### config.mk
export PLATFORM = sky130hd
export DESIGN_NAME = store_buffer_fwd
export DESIGN_NICKNAME = d
export VERILOG_FILES = /design/src/rtl/sb_pkg.sv /design/src/rtl/sb_lookup.sv /design/src/rtl/sb_commit_ctrl.sv /design/src/rtl/store_buffer_fwd.sv
export SDC_FILE = /design/constraint.sdc
export NUM_CORES = 2
export LEC_CHECK = 0
export ABC_AREA = 1
export BUFFER_PORTS_ARGS = -buffer_cell sky130_fd_sc_hd__buf_2
export CORE_ASPECT_RATIO = 0.8
export CORE_MARGIN = 5
export CORE_UTILIZATION = 25
export CTS_BUF_LIST = sky130_fd_sc_hd__clkbuf_4 sky130_fd_sc_hd__clkbuf_8 sky130_fd_sc_hd__clkbuf_16
export CTS_CLUSTER_SIZE = 16
export DETAILED_ROUTE_END_ITERATION = 16
export HOLD_SLACK_MARGIN = 0.15
export PLACE_DENSITY = 0.47
export SLEW_MARGIN = 0
export SYNTH_ARGS = -nofsm -noshare
export SYNTH_HDL_FRONTEND = slang
export SYNTH_HIERARCHICAL = 1
export SYNTH_SLANG_ARGS = --single-unit
export TNS_END_PERCENT = 30
### constraint.sdc
create_clock -name clk -period 13.2 [get_ports clk]
set_clock_uncertainty 0.05 [all_clocks]
set_input_delay 0.66 -clock clk [delete_from_list [all_inputs] [get_ports clk]]
set_output_delay 0.66 -clock clk [all_outputs]
set_load 0.02 [all_outputs]
### src/rtl/sb_pkg.sv
package sb_pkg;
    parameter int SB_AW = 29;
    parameter int SB_TW = 2;
    parameter int SB_NB = 8;
    localparam int SB_DW = SB_NB * 8;

    typedef struct packed {
        logic             vld;
        logic [SB_TW-1:0] tid;
        logic [SB_AW-1:0] addr;
        logic [SB_DW-1:0] data;
        logic [SB_NB-1:0] mask;
    } sb_entry_t;

    function automatic logic [SB_DW-1:0] byte_expand(input logic [SB_NB-1:0] m);
        logic [SB_DW-1:0] r;
        for (int i = 0; i < SB_NB; i++) begin
            r[i*8 +: 8] = {8{m[i]}};
        end
        return r;
    endfunction
endpackage

### src/rtl/sb_lookup.sv
module sb_lookup
    import sb_pkg::*;
#(
    parameter int DEPTH = 8,
    parameter int IW    = $clog2(DEPTH)
) (
    input  sb_entry_t [DEPTH-1:0] ents,
    input  logic [IW-1:0]         head,
    input  logic                  use_tid,
    input  logic [SB_TW-1:0]      tid,
    input  logic [SB_AW-1:0]      addr,
    output logic                  found,
    output logic [IW-1:0]         idx
);
    always_comb begin
        found = 1'b0;
        idx   = '0;
        for (int k = 0; k < DEPTH; k++) begin
            int j;
            j = int'(head) + k;
            if (j >= DEPTH) j = j - DEPTH;
            if (ents[j].vld && ents[j].addr == addr &&
                (!use_tid || ents[j].tid == tid)) begin
                found = 1'b1;
                idx   = IW'(j);
            end
        end
    end
endmodule

### src/rtl/sb_commit_ctrl.sv
module sb_commit_ctrl (
    input  logic clk,
    input  logic rst_n,
    input  logic head_vld,
    input  logic own_gnt,
    input  logic port_busy,
    output logic own_req,
    output logic commit
);
    logic granted_d, granted_q;

    always_comb begin
        own_req   = head_vld && !granted_q;
        commit    = head_vld && (granted_q || own_gnt) && !port_busy;
        granted_d = commit ? 1'b0 : (granted_q || (head_vld && own_gnt));
    end

    always_ff @(posedge clk) begin
        if (!rst_n) granted_q <= 1'b0;
        else        granted_q <= granted_d;
    end
endmodule

### src/rtl/store_buffer_fwd.sv
module store_buffer_fwd
    import sb_pkg::*;
#(
    parameter int DEPTH = 8
) (
    input  logic             clk,
    input  logic             rst_n,
    input  logic             st_valid,
    input  logic             st_owned,
    input  logic [SB_TW-1:0] st_tid,
    input  logic [SB_AW-1:0] st_addr,
    input  logic [SB_DW-1:0] st_data,
    input  logic [SB_NB-1:0] st_mask,
    output logic             st_stall,
    input  logic             ld_valid,
    input  logic [SB_TW-1:0] ld_tid,
    input  logic [SB_AW-1:0] ld_addr,
    input  logic [SB_NB-1:0] ld_mask,
    output logic             ld_hit,
    output logic             ld_stall,
    output logic [SB_DW-1:0] ld_data,
    output logic             own_req,
    output logic [SB_AW-1:0] own_addr,
    input  logic             own_gnt,
    output logic             cw_valid,
    output logic [SB_AW-1:0] cw_addr,
    output logic [SB_DW-1:0] cw_data,
    output logic [SB_NB-1:0] cw_mask,
    input  logic             fence_req,
    output logic             fence_stall
);
    localparam int IW = (DEPTH > 1) ? $clog2(DEPTH) : 1;
    localparam int CW = $clog2(DEPTH + 1);

    typedef struct packed {
        sb_entry_t [DEPTH-1:0] ent;
        logic [IW-1:0]         head;
        logic [IW-1:0]         tail;
        logic [CW-1:0]         count;
    } state_t;

    state_t q, d;

    logic          ld_found, st_found, commit, bypass, accept, full;
    logic [IW-1:0] ld_idx, st_idx;
    sb_entry_t     head_e, ld_e;

    function automatic logic [IW-1:0] ptr_inc(input logic [IW-1:0] p);
        return (int'(p) == DEPTH - 1) ? '0 : p + 1'b1;
    endfunction

    sb_lookup #(.DEPTH(DEPTH), .IW(IW)) u_ld_look (
        .ents(q.ent), .head(q.head), .use_tid(1'b1), .tid(ld_tid),
        .addr(ld_addr), .found(ld_found), .idx(ld_idx)
    );

    sb_lookup #(.DEPTH(DEPTH), .IW(IW)) u_st_look (
        .ents(q.ent), .head(q.head), .use_tid(1'b0), .tid(st_tid),
        .addr(st_addr), .found(st_found), .idx(st_idx)
    );

    sb_commit_ctrl u_commit (
        .clk(clk), .rst_n(rst_n), .head_vld(head_e.vld), .own_gnt(own_gnt),
        .port_busy(bypass), .own_req(own_req), .commit(commit)
    );

    always_comb begin
        head_e      = q.ent[q.head];
        ld_e        = q.ent[ld_idx];
        full        = (int'(q.count) == DEPTH);
        fence_stall = fence_req && (q.count != '0);
        bypass      = st_valid && st_owned && !st_found && !fence_stall;
        accept      = st_valid && !bypass && !full && !fence_stall;
        st_stall    = st_valid && !bypass && !accept;
        own_addr    = head_e.addr;

        cw_valid = bypass || commit;
        cw_addr  = bypass ? st_addr : head_e.addr;
        cw_data  = bypass ? st_data : head_e.data;
        cw_mask  = bypass ? st_mask : head_e.mask;

        ld_hit   = 1'b0;
        ld_stall = 1'b0;
        ld_data  = '0;
        if (ld_valid && ld_found) begin
            if ((ld_e.mask & ld_mask) == ld_mask) begin
                ld_hit  = 1'b1;
                ld_data = ld_e.data & byte_expand(ld_mask);
            end else begin
                ld_stall = 1'b1;
            end
        end

        d = q;
        if (commit) begin
            d.ent[q.head].vld = 1'b0;
            d.head            = ptr_inc(q.head);
        end
        if (accept) begin
            d.ent[q.tail] = '{vld: 1'b1, tid: st_tid, addr: st_addr,
                              data: st_data, mask: st_mask};
            d.tail        = ptr_inc(q.tail);
        end
        d.count = q.count + CW'(accept) - CW'(commit);
    end

    always_ff @(posedge clk) begin
        if (!rst_n) q <= '0;
        else        q <= d;
    end
endmodule

# Word level (Yosys, flattened, before mapping)
# Index checks and enable logic that the tools add are counted.
[classes]
n_addsub = 19
magnitude_cmp = 21
eq_ne = 28
muxes = 79
n_bitwise = 3
reduce_logical = 50
[op_table]
columns = ["op", "n"]
rows = [
  ["$bmux 104 s3", 10],
  ["$mux 104", 19],
  ["$bwmux 832", 2],
  ["$mux 835", 1],
  ["$mux 832", 1],
  ["$demux 104 s3", 2],
  ["$eq 29x29->1", 16],
  ["$lt 32x5->1 const B", 8],
  ["$mux 32", 8],
  ["$ge 32x5->1 const B", 7],
  ["$sub 32x5->32 const B", 7],
  ["$mux 64", 3],
  ["$mux 72", 1],
  ["$and 64x64->64", 1],
  ["$logic_and 1x1->1", 39],
  ["$mux 3", 10],
  ["$mux 29", 1],
  ["$mux 1", 20],
  ["$add 3x3->4 const B", 4],
  ["$eq 2x2->1", 8],
  ["$lt 3x4->1 const B", 3],
  ["$add 3x2->4 const B", 2],
  ["$and 8x8->8", 1],
  ["$eq 8x8->1", 1],
  ["other kinds (15)", 25],
]
[word_totals]
regBits = 843
input_bits = 149
out_inout_bits = 200

# Depth between registers and ports, before layout
[depth]
depth_word = 24
depth_mapped = 40
mapped_depth_nobuf = 32

# By module
# The synthesis kept the hierarchy.
[by_module_without_submodules]
columns = ["mod", "n_inst", "cells_per_inst", "area_each_um2", "seq_area_each_um2"]
rows = [
  ["store_buffer_fwd", 1, 6438, 42204.2, 16856.2],
  ["sb_lookup", 2, 2830, 13096.3, 0.0],
  ["sb_commit_ctrl", 1, 12, 62.6, 20.0],
]

# Worst setup path after synthesis
# Ideal clock, no wire load.
[synth_timing]
kind = "register to output"
start = "reg q[8] (netlist bit)"
end = "out ld_data[46]"
arrival_time_ns = 4.603
path_slack_ns = 7.887
path_stages_with_launch = 37
path_cell_list = "dfxtp_1 -> buf_4 -> inv_2 -> buf_2 -> buf_2 -> ha_1 -> buf_2 -> inv_2 -> buf_2 -> buf_2 -> nand3_1 -> nand3_1 -> nand2_1 -> xor2_1 -> a211oi_1 -> nand2_1 -> nor2_1 -> nand3_1 -> nor2_4 -> inv_2 -> a21oi_2 -> nand2_1 -> nand2_1 -> nand2_1 -> nand2_1 -> buf_6 -> buf_4 -> nand2_1 -> nand3_1 -> nand3_1 -> nand3_1 -> nand2_1 -> nor2_1 -> nand3_1 -> buf_6 -> buf_6 -> nor2_1"
[synth_via]
elab_chain_cells = 22
elab_cells_between_ends = 111
[synth_rtl]
columns = ["item", "line", "source"]
rows = [
  ["start: declaration", "store_buffer_fwd.sv:42", "state_t q, d;"],
  ["start signal: assignment", "store_buffer_fwd.sv:108", "if (!rst_n) q <= '0;"],
  ["start signal: assignment", "store_buffer_fwd.sv:109", "else q <= d;"],
  ["$add 3x1->4, or another cell as far along", "sb_lookup.sv:20", "j = int'(head) + k;"],
  ["$sub 32x5->32, or another cell as far along", "sb_lookup.sv:21", "if (j >= DEPTH) j = j - DEPTH;"],
  ["$mux 32 / $bmux 104 s3 (equally long branches)", "sb_lookup.sv:21, sb_lookup.sv:22, sb_lookup.sv:23", ""],
  ["$bmux 104 s3 / $mux 104 (equally long branches)", "sb_lookup.sv:22, sb_lookup.sv:23", ""],
  ["$mux 104 (implied by the code)", "sb_lookup.sv:22", "if (ents[j].vld && ents[j].addr == addr &&"],
  ["$mux 104 / $eq 29x29->1 (equally long branches)", "n/a", ""],
  ["$eq 29x29->1 / $logic_and 1x1->1 (equally long branches)", "sb_lookup.sv:22", ""],
  ["$logic_and 1x1->1", "sb_lookup.sv:22", ""],
  ["[... 7 more ...]", "n/a", ""],
  ["$mux 3 *", "sb_lookup.sv:22", ""],
  ["net ld_idx[0]", "store_buffer_fwd.sv:45", "logic [IW-1:0] ld_idx, st_idx;"],
  ["$bmux 104 s3 *", "store_buffer_fwd.sv:69", "ld_e = q.ent[ld_idx];"],
  ["$mux 72 (implied by the code) *", "store_buffer_fwd.sv:69", ""],
  ["$and 8x8->8", "store_buffer_fwd.sv:86", "if ((ld_e.mask & ld_mask) == ld_mask) begin"],
  ["$eq 8x8->1", "store_buffer_fwd.sv:86", ""],
  ["$mux 64 *", "store_buffer_fwd.sv:86", ""],
  ["$mux 64 *", "store_buffer_fwd.sv:85", "if (ld_valid && ld_found) begin"],
  ["end: declaration", "store_buffer_fwd.sv:21", "output logic [SB_DW-1:0] ld_data,"],
]
# Mark *: on every way through the listed nets, which the timed path passes. The rest lies on a longest branch. The select of a mux whose other input is x is not followed.

# Final worst setup path
# Same ends and word-level chain as after synthesis.

==> results.yml <==
status:
  status: "finished clean"
placement:
  portBuffers: 348
  pre_cts_slack_ns: 3.90
  place_hpwl_um: 291000
  dpl-instance-area_um2: 71100
  place_congestion: 1.11
setup_path:
  crit_path_start_kind: "flip-flop"
  r2r_start: "q[8]$_SDFFE_PN0P_"
  worstPathArrival_ns: 9.44
  crit_type: "flip-flop to output pin"
  critPathMaxFanout: 165
  crit_end: "ld_data[46]"
  worst-path-stages: 29
  critPathMaxStageDelay_ns: 0.65
  rr_endpoint: "q[124]$_SDFFE_PN0P_"
  cp_top_family: "simple AND/OR/NAND/NOR gates"
  r2r_slack_ns: 3.81
  crit_start: "q[8]$_SDFFE_PN0P_"
  reg2reg_depth: 27
  worstPathRequired_ns: 12.49
  path_buf_inv: 7
  slowest_stage: "inv_4"
  end_kind: "output pin"
yosys:
  syn_area_um2: 68200
  avgSynthCellArea_um2: 5.66
  synth_cells: 12100
  synth_warnings: 6
detailed_routing:
  dr_wl_met2_um: 161000
  drc: 0
  wl_per_cell_um: 27.2
  firstDrtPassIters: 7
  wl_met3_um: 50400
  vias_per_cell: 5.56
  m1WireLength_um: 194000
  vias: 85800
  wirelength_um: 421000
  drtIter0Drc: 13300
  top_layer: "met5"
  antenna_left: 0
grt:
  grt_pass1_vias: 73200
  grt_pass1_wl_um: 584000
  antenna_found_initial: 63
  grt_remaining_overflow: 0
  grt_start_max_net_pins: 226
  grt.total_usage_pct: 28.0
clocking:
  numCtsBuffers: 100
  htreeDepth: 3
  cts-root-buf: "clkbuf_16"
  clockBufferDepth: 3
  cts_tree: "done"
  cts_setup_buffers: 0
  path_clk_slew_ns: 0.06
  insertion_delay_ns: 0.77
  hold_buffers: 7
  clock-sinks: 843
  ctsResizeCount: 0
power:
  combPwrFrac_pct: 61.8
  clkPwrFrac_pct: 18.8
  power_w: 0.0165
  power_leakage_nw: 30.2
  switchingPower_w: 0.00940
  sequentialPowerShare_pct: 19.4
  power_density_nw_per_um2: 220
  swShare_pct: 57.0
  ir_drop_mv: 0.129
  p_int_w: 0.00711
floorplanning:
  die_h_um: 477
  rows: 171
  start_util_pct: 25.1
  die_area_um2: 284000
  core_um2: 272000
  io_pins: 349
  die_w_um: 594
timing:
  finalWorstSetupSlack_ns: 3.05
  setup_viol: 0
  rsz0062_at_grt: "false"
  slew-limit-headroom_pct: 3.31
  slew_viol_final: 0
  finalHoldViolations: 0
  tns_ns: 0
  max_freq_mhz: 98.5
  tightest_slew_ns: 1.44
  post-route-min-period_ns: 10.15
  min_period_over_period_pct: 76.9
cells_and_area:
  post-route-cell-area_um2: 74900
  ff_latch_area_um2: 16900
  syn_to_final_growth_pct: 9.82
  layout-drive-gt1-share_pct: 6.76
  final_nets: 11900
  multiInputGateArea_um2: 45300
  nFillCells: 31200
job:
  drv_cap: 0
worst_hold_path:
  min_path_type: "primary input to flip-flop"
-- metal layers --
| metal | GRT usage, % | vias up |
|---|---|---|
| met5 | 0 | - |
| met2 | 37.6 | 4983 |
| li1 | - | 39400 |
| met1 | 42.1 | 40800 |
| met4 | 8.61 | 22 |
| met3 | 7.84 | 594 |
-- sequential cells by signal (all words and copies together) (netlist names) --
name / flops
q: 842
u_commit/granted_q: 1
-- worst min-delay path by stage --
stage                             start                   to  depth (start not counted)
floorplan            q[45]$_SDFFE_PN0P_   q[45]$_SDFFE_PN0P_                          2
global placement    q[753]$_SDFFE_PN0P_  q[753]$_SDFFE_PN0P_                          2
detailed placement  q[460]$_SDFFE_PN0P_  q[460]$_SDFFE_PN0P_                          2
CTS                         st_data[63]  q[809]$_SDFFE_PN0P_                          3
global route                st_data[46]   q[64]$_SDFFE_PN0P_                          3
finish                      st_data[40]  q[474]$_SDFFE_PN0P_                          3
-- per-stage QoR --
stage | hold WS (ns) | cells | utilization, %
6_report | 0.206 | 15400 | 27.6
5_1_grt | 0.197 | 15400 | 27.6
4_1_cts | 0.153 | 15400 | 27.6
3_5_place_dp | 0.421 | 15200 | 26.2
3_3_place_gp | 0.413 | 15200 | 26.2
2_1_floorplan | 0.404 | 12100 | -
-- power groups by stage --
| stage | combinational, W | sequential, W | clock [W] |
|---|---|---|---|
| 3_3_place_gp | 0.00985 | 0.00323 | 0 |
| 6_report | 0.0102 | 0.00321 | 0.00311 |
| 4_1_cts | 0.00981 | 0.00317 | 0.00315 |
| 2_1_floorplan | 0.00626 | 0.00304 | 0 |
| 3_5_place_dp | 0.00978 | 0.00323 | 0 |
| 5_1_grt | 0.0108 | 0.00322 | 0.00325 |
-- cell usage in the layout, fill, tap and decap left out, types with 10 or more instances in the layout --
cell and n:
o21ai_0 1590, diode_2 28, inv_6 14, o21ai_1 67
ha_1 12, buf_12 10, and2_1 42, conb_1 12
o211ai_1 160, nand4_1 24, and2_0 28, xor2_1 112
buf_4 114, nor2_1 2292, nor3_1 10, clkbuf_4 30
clkinv_1 31, nor2_2 45, a21oi_1 365, clkbuf_16 100
nand3_1 2104, buf_2 347, nor4_1 11, or2_2 12
inv_1 322, clkbuf_8 27, dfxtp_1 840, nand2_1 2755
o2111ai_1 102, a211oi_1 26, bufinv_16 10, o22ai_1 22
-- area by class of cell --
type	instances	area share (%)
multi-input cells	9881	60.5
flip-flops and latches	843	22.5
well taps	3633	6.07
clock buffers	157	4.14
repair buffers	479	3.84
inverters	386	2.09
clock inverters	30	0.758
diodes	28	0.0935
-- worst min-delay path: stages --
cell     delay [ns]
buf_2          0.18
o21ai_0        0.11
nor2_1         0.08
(Power assumes the default switching activity.)
